$ cat src/rtl/mii_rx_pkg.sv
package mii_rx_pkg;

    localparam int NIB_W  = 4;
    localparam int BYTE_W = 2 * NIB_W;

    localparam logic [NIB_W-1:0] NIB_DELIM_HI = 4'b1101;
    localparam logic [NIB_W-1:0] NIB_FCARRIER = 4'b1110;

    typedef enum logic [1:0] {
        CLS_GAP,
        CLS_DATA,
        CLS_DATA_ERR,
        CLS_FCAR
    } rx_cls_e;

    typedef enum logic [1:0] {
        ST_IDLE,
        ST_HUNT,
        ST_DATA
    } rx_st_e;

    typedef struct packed {
        logic             dv;
        logic             er;
        logic [NIB_W-1:0] nib;
        logic             clr;
    } rx_smp_t;

    typedef struct packed {
        logic [BYTE_W-1:0] data;
        logic              vld;
        logic              sof;
        logic              eof;
        logic              ferr;
        logic              aerr;
        logic              fcar;
    } rx_out_t;

    function automatic rx_cls_e classify(input rx_smp_t s);
        rx_cls_e c;
        if (s.dv)
            c = s.er ? CLS_DATA_ERR : CLS_DATA;
        else if (s.er && s.nib == NIB_FCARRIER)
            c = CLS_FCAR;
        else
            c = CLS_GAP;
        return c;
    endfunction

endpackage

$ cat src/rtl/mii_rx_sampler.sv
module mii_rx_sampler
    import mii_rx_pkg::*;
(
    input  logic             clk,
    input  logic             rst,
    input  logic             dv_i,
    input  logic             er_i,
    input  logic [NIB_W-1:0] nib_i,
    input  logic             clr_i,
    output rx_smp_t          smp_o
);

    always_ff @(posedge clk) begin
        if (rst) begin
            smp_o <= '0;
        end else begin
            smp_o.dv  <= dv_i;
            smp_o.er  <= er_i;
            smp_o.nib <= nib_i;
            smp_o.clr <= clr_i;
        end
    end

endmodule

$ cat src/rtl/mii_rx_assembler.sv
module mii_rx_assembler
    import mii_rx_pkg::*;
(
    input  logic             clk,
    input  logic             rst,
    input  rx_cls_e          cls_i,
    input  logic [NIB_W-1:0] nib_i,
    output rx_out_t          out_o,
    output logic             bad_frame_ev_o
);

    rx_st_e           st_q;
    logic             phase_q;
    logic             first_q;
    logic             err_q;
    logic [NIB_W-1:0] low_q;

    logic is_dv, is_er;
    assign is_dv = (cls_i == CLS_DATA) || (cls_i == CLS_DATA_ERR);
    assign is_er = (cls_i == CLS_DATA_ERR);

    // errored frame closes in this cycle
    assign bad_frame_ev_o = !is_dv && (st_q == ST_DATA) && err_q;

    always_ff @(posedge clk) begin
        if (rst) begin
            st_q    <= ST_IDLE;
            phase_q <= 1'b0;
            first_q <= 1'b0;
            err_q   <= 1'b0;
            low_q   <= '0;
            out_o   <= '0;
        end else begin
            out_o.vld  <= 1'b0;
            out_o.sof  <= 1'b0;
            out_o.eof  <= 1'b0;
            out_o.ferr <= 1'b0;
            out_o.aerr <= 1'b0;
            out_o.fcar <= (cls_i == CLS_FCAR);
            if (is_dv) begin
                err_q <= ((st_q == ST_IDLE) ? 1'b0 : err_q) | is_er;
                if (st_q == ST_DATA) begin
                    if (!phase_q) begin
                        low_q   <= nib_i;
                        phase_q <= 1'b1;
                    end else begin
                        out_o.data <= {nib_i, low_q};
                        out_o.vld  <= 1'b1;
                        out_o.sof  <= first_q;
                        first_q    <= 1'b0;
                        phase_q    <= 1'b0;
                    end
                end else if (nib_i == NIB_DELIM_HI) begin
                    st_q    <= ST_DATA;
                    phase_q <= 1'b0;
                    first_q <= 1'b1;
                end else begin
                    st_q <= ST_HUNT;
                end
            end else begin
                if (st_q == ST_DATA) begin
                    out_o.eof  <= 1'b1;
                    out_o.ferr <= err_q;
                    out_o.aerr <= phase_q;
                end
                st_q    <= ST_IDLE;
                phase_q <= 1'b0;
            end
        end
    end


    sof_with_byte_chk: assert property (@(posedge clk) disable iff (rst)
        out_o.sof |-> out_o.vld);


    eof_not_byte_chk: assert property (@(posedge clk) disable iff (rst)
        !(out_o.eof && out_o.vld));


    align_only_at_eof_chk: assert property (@(posedge clk) disable iff (rst)
        out_o.aerr |-> out_o.eof);


    ferr_only_at_eof_chk: assert property (@(posedge clk) disable iff (rst)
        out_o.ferr |-> out_o.eof);

endmodule

$ cat src/rtl/mii_rx_sat_counter.sv
module mii_rx_sat_counter #(
    parameter int W = 16
) (
    input  logic         clk,
    input  logic         rst,
    input  logic         clr_i,
    input  logic         inc_i,
    output logic [W-1:0] cnt_o
);

    localparam logic [W-1:0] CNT_MAX = {W{1'b1}};

    always_ff @(posedge clk) begin
        if (rst || clr_i)
            cnt_o <= '0;
        else if (inc_i && cnt_o != CNT_MAX)
            cnt_o <= cnt_o + 1'b1;
    end


    sat_hold_chk: assert property (@(posedge clk) disable iff (rst)
        (!clr_i && cnt_o == CNT_MAX) |=> cnt_o == CNT_MAX);


    no_wrap_chk: assert property (@(posedge clk) disable iff (rst)
        !clr_i |=> cnt_o >= $past(cnt_o));


    clear_wins_chk: assert property (@(posedge clk) disable iff (rst)
        clr_i |=> cnt_o == '0);

endmodule

$ cat src/rtl/mii_rx_decoder.sv
module mii_rx_decoder
    import mii_rx_pkg::*;
#(
    parameter int CNT_W = 16
) (
    input  logic              clk,
    input  logic              rst,
    input  logic              rx_dv_i,
    input  logic              rx_er_i,
    input  logic [NIB_W-1:0]  rxd_i,
    input  logic              cnt_clr_i,
    output logic [BYTE_W-1:0] rx_byte_o,
    output logic              rx_byte_vld_o,
    output logic              rx_sof_o,
    output logic              rx_eof_o,
    output logic              rx_frame_err_o,
    output logic              rx_align_err_o,
    output logic              false_carrier_o,
    output logic [CNT_W-1:0]  fc_count_o,
    output logic [CNT_W-1:0]  bad_frame_count_o
);

    localparam int NCNT   = 2;
    localparam int IX_FC  = 0;
    localparam int IX_BAD = 1;

    rx_smp_t smp;
    rx_cls_e cls;
    rx_out_t out;
    logic    bad_ev;

    logic [NCNT-1:0]  cnt_inc;
    logic [CNT_W-1:0] cnt_val [NCNT];

    mii_rx_sampler u_smp (
        .clk   (clk),
        .rst   (rst),
        .dv_i  (rx_dv_i),
        .er_i  (rx_er_i),
        .nib_i (rxd_i),
        .clr_i (cnt_clr_i),
        .smp_o (smp)
    );

    assign cls = classify(smp);

    mii_rx_assembler u_asm (
        .clk            (clk),
        .rst            (rst),
        .cls_i          (cls),
        .nib_i          (smp.nib),
        .out_o          (out),
        .bad_frame_ev_o (bad_ev)
    );

    assign cnt_inc[IX_FC]  = (cls == CLS_FCAR);
    assign cnt_inc[IX_BAD] = bad_ev;

    for (genvar g = 0; g < NCNT; g++) begin : g_cnt
        mii_rx_sat_counter #(.W(CNT_W)) u_cnt (
            .clk   (clk),
            .rst   (rst),
            .clr_i (smp.clr),
            .inc_i (cnt_inc[g]),
            .cnt_o (cnt_val[g])
        );
    end

    assign rx_byte_o         = out.data;
    assign rx_byte_vld_o     = out.vld;
    assign rx_sof_o          = out.sof;
    assign rx_eof_o          = out.eof;
    assign rx_frame_err_o    = out.ferr;
    assign rx_align_err_o    = out.aerr;
    assign false_carrier_o   = out.fcar;
    assign fc_count_o        = cnt_val[IX_FC];
    assign bad_frame_count_o = cnt_val[IX_BAD];


    fcar_not_data_chk: assert property (@(posedge clk) disable iff (rst)
        false_carrier_o |-> !(rx_byte_vld_o || rx_eof_o));


    fcar_count_step_chk: assert property (@(posedge clk) disable iff (rst)
        (false_carrier_o && !$past(smp.clr) && $past(fc_count_o) != {CNT_W{1'b1}})
            |-> fc_count_o == $past(fc_count_o) + 1'b1);

endmodule

$ cat config.mk
export PLATFORM = sky130hd
export DESIGN_NAME = mii_rx_decoder
export DESIGN_NICKNAME = d
export VERILOG_FILES = /design/src/rtl/mii_rx_pkg.sv /design/src/rtl/mii_rx_sampler.sv /design/src/rtl/mii_rx_assembler.sv /design/src/rtl/mii_rx_sat_counter.sv /design/src/rtl/mii_rx_decoder.sv
export SDC_FILE = /design/constraint.sdc
export NUM_CORES = 1
export LEC_CHECK = 0
export BUFFER_PORTS_ARGS = -buffer_cell sky130_fd_sc_hd__buf_4
export CORE_ASPECT_RATIO = 0.7
export CORE_UTILIZATION = 34
export CTS_CLUSTER_DIAMETER = 150
export CTS_CLUSTER_SIZE = 8
export DETAILED_ROUTE_END_ITERATION = 10
export PLACE_DENSITY = 0.52
export SLEW_MARGIN = 5
export SYNTH_ARGS = -nofsm -noshare
export SYNTH_HDL_FRONTEND = slang
export SYNTH_SLANG_ARGS = --single-unit
export TNS_END_PERCENT = 30
$ cat constraint.sdc
create_clock -name clk -period 2.15 [get_ports clk]
set_clock_uncertainty 0.05 [all_clocks]
set_input_delay 0.43 -clock clk [delete_from_list [all_inputs] [get_ports clk]]
set_output_delay 0.43 -clock clk [all_outputs]
set_load 0.02 [all_outputs]
==> metrics.log, run 1 <==
[metrics] number of nets in the finished design: a little under 400
[metrics] Period Utilization, post-route: 0.927
[metrics] cell chosen for the clock root: sky130_fd_sc_hd__clkbuf_16
[metrics] Post-Syn Nets: around 320
[metrics] Die ar.: 8370 um^2
[metrics] number of global-route vias before repair: between 2000 and 2500
[metrics] clock-pin slew reported for the worst setup and hold paths after clock tree synthesis: ~50 ps
[metrics] fraction of post-synthesis cell area in the top cell type by area: 0.456
[metrics] Fmax: roughly 500 MHz
[metrics] worst-path fanout max: 9
[metrics] cell row count: 26
[metrics] Overflow after GRT: 0
[metrics] ratio of cells with drive above 1 in the final layout: 0.234
[metrics] buffers inserted by post-CTS timing repair: 0
[metrics] post-route core utilization: 0.474
[metrics] effective utilization at floorplan: 0.362
[metrics] mean instance size in the synthesized netlist: 8.75 um^2
[metrics] Post-Layout Cell Count: approximately 480
[metrics] number of buffers created by CTS: 9
[metrics] core region area: around 7500 um^2
[metrics] fraction of registers with async set or reset after synthesis: 0
[metrics] DR WL/cell: roughly 14 um
[metrics] count of flip-flops with a built-in enable after synthesis: 0
[metrics] Power Density: roughly 700 nW/um^2
[metrics] type of the worst setup path: register to register
[metrics] sequential fraction of the synthesis area: 0.456
[metrics] cell count after synthesis: between 300 and 400
[metrics] ys flop type: sky130_fd_sc_hd__dfxtp_1
[metrics] initial antenna violation count: 0
[metrics] Die Width: 109 um
[metrics] wire length of the first global-routing pass: around 11 mm
[metrics] vias: 2532
[metrics] synthesized flop and latch total: 62
[metrics] Buffers on Ports: 54
[metrics] area taken by flip-flops and latches: roughly 1200 um^2
[metrics] worst slew margin relative to its limit: 0.645
[metrics] leakage power: 0.00131 uW
[metrics] worst-case setup slack after placement: around 210 ps
[metrics] count of H-tree levels built during CTS: 3
[metrics] DRT Wirelength: around 6.8 mm
[metrics] met3 GRT Util: 0.0638
[metrics] Peak supply drop: 385 uV
[metrics] met2 Use GR: 0.231
[metrics] final worst setup slack: about 160 ps
[metrics] Setup TNS Final: 0 ps
[metrics] type of the tightest min-delay check: input port to register
[metrics] TritonCTS clock tree: yes
[metrics] Setup-failing EPs final: 0
[metrics] worst path required time: 2350 ps
[metrics] number of hold-slack violations in the final timing report: 0
[metrics] setup slack of the most critical reg-to-reg path: about 160 ps
[metrics] global routing's busiest layer: met1
[metrics] Initial DRC Count: 105
[metrics] final number of max-transition violations: 0
[metrics] # placed instances: roughly 460
[metrics] biggest area consumer among synthesized cells: sky130_fd_sc_hd__dfxtp_1
[metrics] critical path endpoint category: register
[metrics] HPWL Detailed: between 4 and 5 mm
[metrics] vias per cell: ~5.3
[metrics] multi-input logic area: 1410 um^2
[metrics] clock net sink count: 62
[metrics] Filler Cells Inserted: 746
[metrics] overall global routing resource usage: 0.172
[metrics] ANT nets after route: 0
[metrics] distinct cell type count of the synthesized netlist: slightly above 40
[metrics] Syn-to-layout area delta: 31.0%
[metrics] total DRC errors in the routed layout: 0
[metrics] count of maximum capacitance violations: 0
[metrics] most common cell in the synthesized netlist: sky130_fd_sc_hd__dfxtp_1
[metrics] status: completed
[metrics] total of warnings raised by yosys: 0
[metrics] CP Cell Sequence: ha_1 -> nand3b_1 -> or2_1 -> or4_1 -> a21oi_1
[metrics] Bufs and invs on worst path: 0
[metrics] Global Route met1 Usage: 0.255
[metrics] Max stage delay on crit path: roughly 530 ps
[metrics] I/O Pins: between 50 and 60
[metrics] commonest cells in the netlist: sky130_fd_sc_hd__dfxtp_1 (62), sky130_fd_sc_hd__nand2_1 (38), sky130_fd_sc_hd__a21oi_1 (32)
[metrics] RSZ-0062 raised after global routing: no
[metrics] diode insertion count for antenna repair: 0
[metrics] clock tree buffer depth: 2
[metrics] Clock Latency Late Sink: 320 ps
[metrics] vertical die dimension: 76.8 um
[metrics] cell type of the slowest stage on the worst timing path: sky130_fd_sc_hd__or4_1
[metrics] Data arrival, critical path: about 2200 ps
[metrics] gate family responsible for the most delay along the worst path: simple AND/OR/NAND/NOR gates
[metrics] drt pass-1 iters: 4
[metrics] pin count of the biggest net entering global routing: 34
[metrics] final worst path period need: between 1500 and 2000 ps
[metrics] leading post-synthesis cells by cell area: sky130_fd_sc_hd__dfxtp_1 (46%), sky130_fd_sc_hd__a21oi_1 (5.9%), sky130_fd_sc_hd__nand2_1 (5.2%)
[metrics] actual transition at the worst max-transition pin: around 530 ps
[metrics] synthesized area: roughly 2700 um^2
[metrics] Critical Path Start Type: register
[metrics] gpl congestion: about 0.8
==> metal layers <==
layer	routed length (um)	share of wire	vias up
li1	-	-	1308
met1	3720	0.55	1168
met2	2730	0.40	50
met3	299	0.044	6
met4	40	0.0059	0
met5	0	0	-
==> metrics by stage <==
stage | hold slack [ps] | total power, uW | cell area (um^2)
CTS | 267 | 2550 | 3560
global placement | 397 | 1260 | 3290
global route | 265 | 2610 | 3560
detailed placement | 397 | 1260 | 3290
floorplan | 380 | 1230 | 2720
finish | 277 | 2510 | 3560
==> cells by family (layout without fill, tap and decap cells) <==
kind of cell,Yosys count,in the layout,synth area share
DFF,62,62,0.456
buffers and inverters,17,86,0.0267
AOI/OAI and AO/OA,68,68,0.152
adders and majority gates,2,2,0.00920
and+or+nand+nor,151,151,0.315
muxes,11,11,0.0405
==> cell usage in the layout, fill, tap and decap left out, types with 3 or more instances in the layout <==
cell	instances
sky130_fd_sc_hd__and4_1	5
sky130_fd_sc_hd__a31oi_1	3
sky130_fd_sc_hd__o31ai_1	13
sky130_fd_sc_hd__or3_1	12
sky130_fd_sc_hd__nand2_1	38
sky130_fd_sc_hd__clkbuf_16	9
sky130_fd_sc_hd__nor3_1	7
sky130_fd_sc_hd__inv_1	3
sky130_fd_sc_hd__nand2b_1	3
sky130_fd_sc_hd__and2_1	7
sky130_fd_sc_hd__dfxtp_1	62
sky130_fd_sc_hd__clkinvlp_4	4
sky130_fd_sc_hd__nor2_1	14
sky130_fd_sc_hd__or4_1	13
sky130_fd_sc_hd__mux2i_1	11
sky130_fd_sc_hd__nor2b_1	8
sky130_fd_sc_hd__buf_4	68
sky130_fd_sc_hd__a211oi_1	3
sky130_fd_sc_hd__nor4_1	5
sky130_fd_sc_hd__a21oi_1	32
sky130_fd_sc_hd__nand4_1	10
sky130_fd_sc_hd__nand3_1	13
sky130_fd_sc_hd__and3_1	4
sky130_fd_sc_hd__o21ai_0	9
==> what timing repair did <==
item,in CTS,in global routing
resized for setup,0,1
setup endpoints to repair,0,1
hold buffers,0,0
hold endpoints to repair,0,0
==> final timing paths <==
path | from | to | depth (start not counted)
worst max register to register | g_cnt[0].u_cnt.cnt_o[0]$_SDFFE_PP0P_ | g_cnt[0].u_cnt.cnt_o[6]$_SDFFE_PP0P_ | 5
worst min register to register | u_asm.low_q[1]$_SDFFE_PP0P_ | u_asm.out_o[7]$_SDFFE_PP0P_ | 2
worst min-delay path | rxd_i[3] | u_smp.smp_o[4]$_SDFF_PP0_ | 2
worst max-delay path | g_cnt[0].u_cnt.cnt_o[0]$_SDFFE_PP0P_ | g_cnt[0].u_cnt.cnt_o[6]$_SDFFE_PP0P_ | 5
==> area by class of cell <==
type	instances	area share
clock buffer	9	0.0632
clock inverter	6	0.0112
inverter	3	0.00316
multi-input combinational	232	0.396
sequential	62	0.348
tap	98	0.0344
timing repair buffer	68	0.143
==> where the power goes <==
| group | leakage [uW] | switching (uW) | internal (uW) |
|---|---|---|---|
| combinational | 0.000689 | 35.3 | 30.8 |
| sequential | 0.000501 | 12.2 | 1160 |
| clock | 0.000119 | 503 | 767 |
| total | 0.00131 | 550 | 1960 |
==> sequential cells by signal, summed over array words and instances (netlist names) <==
name,cells
u_asm.st_q,2
g_cnt.u_cnt.cnt_o,32
u_asm.phase_q,1
u_smp.smp_o,7
u_asm.low_q,4
u_asm.out_o,14
u_asm.err_q,1
u_asm.first_q,1
Power figures use the tool's default switching activity.
==> run 2: changes to the inputs <==
==> constraint.sdc (replaced) <==
create_clock -name clk -period 2.15 [get_ports clk]
set_clock_uncertainty 0.05 [all_clocks]
set_input_delay 0.3225 -clock clk [delete_from_list [all_inputs] [get_ports clk]]
set_output_delay 0.3225 -clock clk [all_outputs]
set_load 0.02 [all_outputs]
==> run 2 against run 1 <==
  * Clock power increased by 17%
  * Power increased by 8.3%
  * Largest cell class unchanged
  * Via count decreased by 1.1%
==> metrics.log, run 2 (synthesized netlist as in run 1, its figures left out) <==
[metrics] status: completed
[metrics] overall global routing resource usage: 0.174
[metrics] clock tree buffer depth: 2
[metrics] actual transition at the worst max-transition pin: between 400 and 500 ps
[metrics] Fmax: 511 MHz
[metrics] Peak supply drop: ~280 uV
[metrics] Seq pwr share: 0.431
[metrics] core region area: 7510 um^2
[metrics] Period Utilization, post-route: 0.910
[metrics] type of the worst setup path: register to register
[metrics] share of total power in the clock network: 0.545
[metrics] Filler Cells Inserted: 737
[metrics] number of global-route vias before repair: around 2300
[metrics] critical path endpoint category: register
[metrics] worst-case setup slack after placement: 216 ps
[metrics] register with the most flip-flops: g_cnt.u_cnt.cnt_o
[metrics] cell chosen for the clock root: sky130_fd_sc_hd__clkbuf_16
[metrics] number of hold-slack violations in the final timing report: 0
[metrics] vias per cell: 5.26
[metrics] multi-input logic area: 1410 um^2
[metrics] Power Total: roughly 2700 uW
[metrics] DR WL/cell: between 10 and 15 um
[metrics] Combinational Power Share: 0.024
[metrics] clock net sink count: between 60 and 70
[metrics] RSZ-0062 raised after global routing: no
[metrics] total of cells resized after clock tree synthesis: 0
[metrics] Initial DRC Count: 77
[metrics] worst-path fanout max: 9
[metrics] # placed instances: approximately 460
[metrics] initial antenna violation count: 0
[metrics] Internal Dissipation: 2170 uW
[metrics] Overflow after GRT: 0
[metrics] final number of max-transition violations: 0
[metrics] vias: roughly 2500
[metrics] worst path required time: 2360 ps
[metrics] max FFs per register: 32
[metrics] count of H-tree levels built during CTS: 3
[metrics] DRT Wirelength: 6.72 mm
[metrics] Clock Latency Late Sink: ~330 ps
[metrics] Critical Path Start Type: register
[metrics] biggest regs: g_cnt.u_cnt.cnt_o: 32 flops, u_asm.out_o: 14 flops, u_smp.smp_o: 7 flops
[metrics] area taken by flip-flops and latches: between 1000 and 1500 um^2
[metrics] TritonCTS clock tree: yes
[metrics] ANT nets after route: 0
[metrics] final worst setup slack: roughly 190 ps
[metrics] net switching power: 544 uW
[metrics] HPWL Detailed: roughly 4.8 mm
[metrics] leakage power: between 0.001 and 0.0015 uW
[metrics] number of nets in the finished design: just under 400
[metrics] drt pass-1 iters: 4
[metrics] total DRC errors in the routed layout: 0
[metrics] effective utilization at floorplan: 0.362
[metrics] most common library cell in the layout ignoring fill and taps: sky130_fd_sc_hd__buf_4
[metrics] ratio of cells with drive above 1 in the final layout: 0.228
[metrics] final worst path period need: 1960 ps
[metrics] Post-Layout Cell Count: around 480
[metrics] I/O Pins: 55
[metrics] Final Cell Area: ~3600 um^2
[metrics] vertical die dimension: about 77 um
[metrics] count of maximum capacitance violations: 0
[metrics] worst slew margin relative to its limit: 0.685
[metrics] Power Density: between 700 and 800 nW/um^2
[metrics] Setup-failing EPs final: 0
[metrics] Die Width: 109 um
[metrics] Buffers on Ports: 54
[metrics] Die ar.: 8370 um^2
[metrics] number of buffers created by CTS: 9
[metrics] number of buffers inserted for hold repair after clock tree synthesis: 0
[metrics] most frequent cells in the layout: sky130_fd_sc_hd__buf_4 (66), sky130_fd_sc_hd__dfxtp_1 (62), sky130_fd_sc_hd__nand2_1 (38)
[metrics] Switching Fraction: 0.200
[metrics] type of the tightest min-delay check: input port to register
[metrics] Syn-to-layout area delta: 31.8%
[metrics] Setup TNS Final: 0 ps
[metrics] wire length of the first global-routing pass: around 11 mm
[metrics] cell row count: 26
[metrics] pin count of the biggest net entering global routing: 35
[metrics] gpl congestion: around 0.78
[metrics] buffers inserted by post-CTS timing repair: 0
[metrics] Data arrival, critical path: between 2000 and 2500 ps
[metrics] diode insertion count for antenna repair: 0
[metrics] post-detailed-placement cell area: 3280 um^2
[metrics] clock-pin slew reported for the worst setup and hold paths after clock tree synthesis: approximately 50 ps
run 2: changes by cell type in the layout (fill, tap and decap cells not counted):
cell / change
sky130_fd_sc_hd__clkinv_2: -1
sky130_fd_sc_hd__nor4_2: -1
sky130_fd_sc_hd__clkinvlp_4: -3
sky130_fd_sc_hd__clkbuf_8: +3
sky130_fd_sc_hd__nor4_1: +1
sky130_fd_sc_hd__buf_4: -2
sky130_fd_sc_hd__bufinv_16: +1
run 2: area by class of cell:
class | count | share of cell area
inverters | 3 | 0.00314
well taps | 98 | 0.0342
clock buffers | 12 | 0.0743
repair buffers | 66 | 0.138
clock inverters | 3 | 0.0119
multi-input cells | 232 | 0.392
flip-flops and latches | 62 | 0.346
run 2: critical path: stages, from the launching register on:
cell                       delay [ps]
sky130_fd_sc_hd__dfxtp_1          420
sky130_fd_sc_hd__ha_1             300
sky130_fd_sc_hd__nand3b_1         110
sky130_fd_sc_hd__or2_1            340
sky130_fd_sc_hd__or4_1            530
sky130_fd_sc_hd__a21oi_1          140
run 2: through the flow:
stage               hold slack, ps  utilization
finish                         160        0.477
global route                   157        0.477
CTS                            152        0.477
detailed placement             396        0.436
global placement               395        0.436
floorplan                      380            -
run 2: power by group through the flow:
| stage | Clock [uW] | Sequential (uW) | Combinational [uW] |
|---|---|---|---|
| 5_1_grt | 1570 | 1170 | 72.4 |
| 4_1_cts | 1510 | 1170 | 67.3 |
| 3_5_place_dp | 0 | 1190 | 66.8 |
| 6_report | 1480 | 1170 | 65.5 |
| 2_1_floorplan | 0 | 1190 | 39.3 |
| 3_3_place_gp | 0 | 1190 | 67.0 |
run 2: final timing paths:
path	cells after the start	end	startpoint	slack, ps
worst max register to register	5	g_cnt[0].u_cnt.cnt_o[6]$_SDFFE_PP0P_	g_cnt[0].u_cnt.cnt_o[0]$_SDFFE_PP0P_	190
worst min-delay path	2	u_smp.smp_o[3]$_SDFF_PP0_	rxd_i[2]	160
worst min register to register	2	u_asm.out_o[9]$_SDFFE_PP0P_	u_asm.low_q[3]$_SDFFE_PP0P_	400
worst max-delay path	5	g_cnt[0].u_cnt.cnt_o[6]$_SDFFE_PP0P_	g_cnt[0].u_cnt.cnt_o[0]$_SDFFE_PP0P_	190
run 2: per-layer routing:
metal  vias to the layer above  wire length (um)  track usage
met5                         -                 0            0
met4                         0                62       0.0486
met3                         7               403       0.0689
met2                        57              2650        0.229
met1                      1150              3600        0.254
li1                       1290                 -            -
==> run 3: changes to the inputs <==
- MAX_ROUTING_LAYER: not set -> met4
==> run 3 against run 2 <==
  * Wire length barely moved
  * Setup slack gained 2.0 ps
  * Sequential cell count unchanged
  * Die area unchanged
  * Clock power hardly changed
  * Sequential share of layout area is the same
  * Largest cell class unchanged
  * Highest routed layer unchanged
==> metrics.log, run 3 (synthesized netlist as in run 1, its figures left out) <==
[metrics] initial antenna violation count: 0
[metrics] Seq pwr share: 0.432
[metrics] wire length of the first global-routing pass: 11.4 mm
[metrics] Power Density: 756 nW/um^2
[metrics] Final Cell Area: between 3000 and 4000 um^2
[metrics] max FFs per register: 32
[metrics] total DRC errors in the routed layout: 0
[metrics] Buffers on Ports: 54
[metrics] Fmax: between 500 and 600 MHz
[metrics] Filler Cells Inserted: approximately 740
[metrics] total of cells resized after clock tree synthesis: 0
[metrics] worst path required time: 2360 ps
[metrics] ratio of cells with drive above 1 in the final layout: 0.228
[metrics] Syn-to-layout area delta: 31.8%
[metrics] effective utilization at floorplan: 0.362
[metrics] vias: around 2500
[metrics] count of maximum capacitance violations: 0
[metrics] type of the tightest min-delay check: input port to register
[metrics] leakage power: 0.00133 uW
[metrics] critical path endpoint category: register
[metrics] worst slew margin relative to its limit: 0.689
[metrics] cell row count: 26
[metrics] Setup-failing EPs final: 0
[metrics] actual transition at the worst max-transition pin: ~460 ps
[metrics] Internal Dissipation: roughly 2200 uW
[metrics] buffers inserted by post-CTS timing repair: 0
[metrics] final number of max-transition violations: 0
[metrics] worst slack on hold paths: around 160 ps
[metrics] post-detailed-placement cell area: about 3300 um^2
[metrics] clock net sink count: 62
[metrics] type of the worst setup path: register to register
[metrics] most frequent cells in the layout: sky130_fd_sc_hd__buf_4 (66), sky130_fd_sc_hd__dfxtp_1 (62), sky130_fd_sc_hd__nand2_1 (38)
[metrics] Post-Layout Cell Count: between 400 and 500
[metrics] DR WL/cell: around 14 um
[metrics] most common library cell in the layout ignoring fill and taps: sky130_fd_sc_hd__buf_4
[metrics] Critical Path Start Type: register
[metrics] Period Utilization, post-route: 0.910
[metrics] RSZ-0062 raised after global routing: no
[metrics] Switching Fraction: 0.200
[metrics] Overflow after GRT: 0
[metrics] I/O Pins: 55
[metrics] clock-pin slew reported for the worst setup and hold paths after clock tree synthesis: approximately 50 ps
[metrics] Peak supply drop: between 200 and 300 uV
[metrics] share of total power in the clock network: 0.544
[metrics] Setup TNS Final: 0 ps
[metrics] # placed instances: roughly 460
[metrics] number of hold-slack violations in the final timing report: 0
[metrics] Die ar.: 8370 um^2
[metrics] diode insertion count for antenna repair: 0
[metrics] number of buffers inserted for hold repair after clock tree synthesis: 0
[metrics] Power Total: 2710 uW
[metrics] area taken by flip-flops and latches: around 1200 um^2
[metrics] number of buffers created by CTS: 9
[metrics] vertical die dimension: 76.8 um
[metrics] worst-path fanout max: 9
[metrics] number of global-route vias before repair: around 2300
[metrics] ANT nets after route: 0
[metrics] DRT Wirelength: about 6.7 mm
[metrics] cell chosen for the clock root: sky130_fd_sc_hd__clkbuf_16
[metrics] Initial DRC Count: 73
[metrics] vias per cell: approximately 5.2
[metrics] final worst path period need: 1960 ps
[metrics] Data arrival, critical path: roughly 2200 ps
[metrics] overall global routing resource usage: 0.178
[metrics] net switching power: 541 uW
[metrics] register with the most flip-flops: g_cnt.u_cnt.cnt_o
[metrics] HPWL Detailed: ~4.8 mm
[metrics] Die Width: around 110 um
[metrics] number of nets in the finished design: 385
[metrics] Combinational Power Share: 0.024
[metrics] multi-input logic area: roughly 1400 um^2
[metrics] Clock Latency Late Sink: 320 ps
[metrics] pin count of the biggest net entering global routing: 35
[metrics] TritonCTS clock tree: yes
[metrics] biggest regs: g_cnt.u_cnt.cnt_o: 32 flops, u_asm.out_o: 14 flops, u_smp.smp_o: 7 flops
[metrics] status: completed
[metrics] drt pass-1 iters: 4
[metrics] core region area: ~7500 um^2
[metrics] clock tree buffer depth: 2
[metrics] count of H-tree levels built during CTS: 3
[metrics] gpl congestion: 0.789
-- run 3: cell counts in the layout (fill, tap and decap cells not counted) --
Identical to the previous run, type by type.
-- run 3: final cells by class --
class                   count  share of cell area
flip-flops and latches     62               0.346
inverters                   3             0.00314
multi-input cells         232               0.392
repair buffers             66               0.138
well taps                  98              0.0342
clock inverters             3              0.0119
clock buffers              12              0.0743
-- run 3: stage by stage --
| step | setup WS (ps) | util |
|---|---|---|
| after CTS | 190 | 0.477 |
| after detailed placement | 216 | 0.436 |
| after global placement | 218 | 0.436 |
| after floorplan | 175 | - |
| after global routing | 57.9 | 0.477 |
| final | 194 | 0.477 |
-- run 3: path summary, 6_finish.rpt --
path | startpoint | end | slack, ps | cells after the start
setup / recovery | g_cnt[0].u_cnt.cnt_o[0]$_SDFFE_PP0P_ | g_cnt[0].u_cnt.cnt_o[6]$_SDFFE_PP0P_ | 190 | 5
hold / removal | rxd_i[2] | u_smp.smp_o[3]$_SDFF_PP0_ | 160 | 2
setup reg to reg | g_cnt[0].u_cnt.cnt_o[0]$_SDFFE_PP0P_ | g_cnt[0].u_cnt.cnt_o[6]$_SDFFE_PP0P_ | 190 | 5
hold reg to reg | u_asm.low_q[3]$_SDFFE_PP0P_ | u_asm.out_o[9]$_SDFFE_PP0P_ | 400 | 2
-- run 3: routing by layer --
metal	vias to the layer above	GRT usage	wire, um
met3	8	0.0638	400
met5	-	-	0
met1	1139	0.254	3600
li1	1290	-	-
met4	0	0.0527	55
met2	51	0.229	2660
-- run 3: power by group through the flow --
stage | registers, uW | clock network (uW) | logic, uW
finish | 1170 | 1480 | 65.6
global route | 1170 | 1560 | 72.4
CTS | 1170 | 1510 | 67.3
detailed placement | 1190 | 0 | 66.8
global placement | 1190 | 0 | 67.0
floorplan | 1190 | 0 | 39.3
-- run 3: critical path, cell delays in order (launching register included) --
cell and delay, ps:
sky130_fd_sc_hd__dfxtp_1 420, sky130_fd_sc_hd__ha_1 300, sky130_fd_sc_hd__nand3b_1 110, sky130_fd_sc_hd__or2_1 340
sky130_fd_sc_hd__or4_1 530, sky130_fd_sc_hd__a21oi_1 140
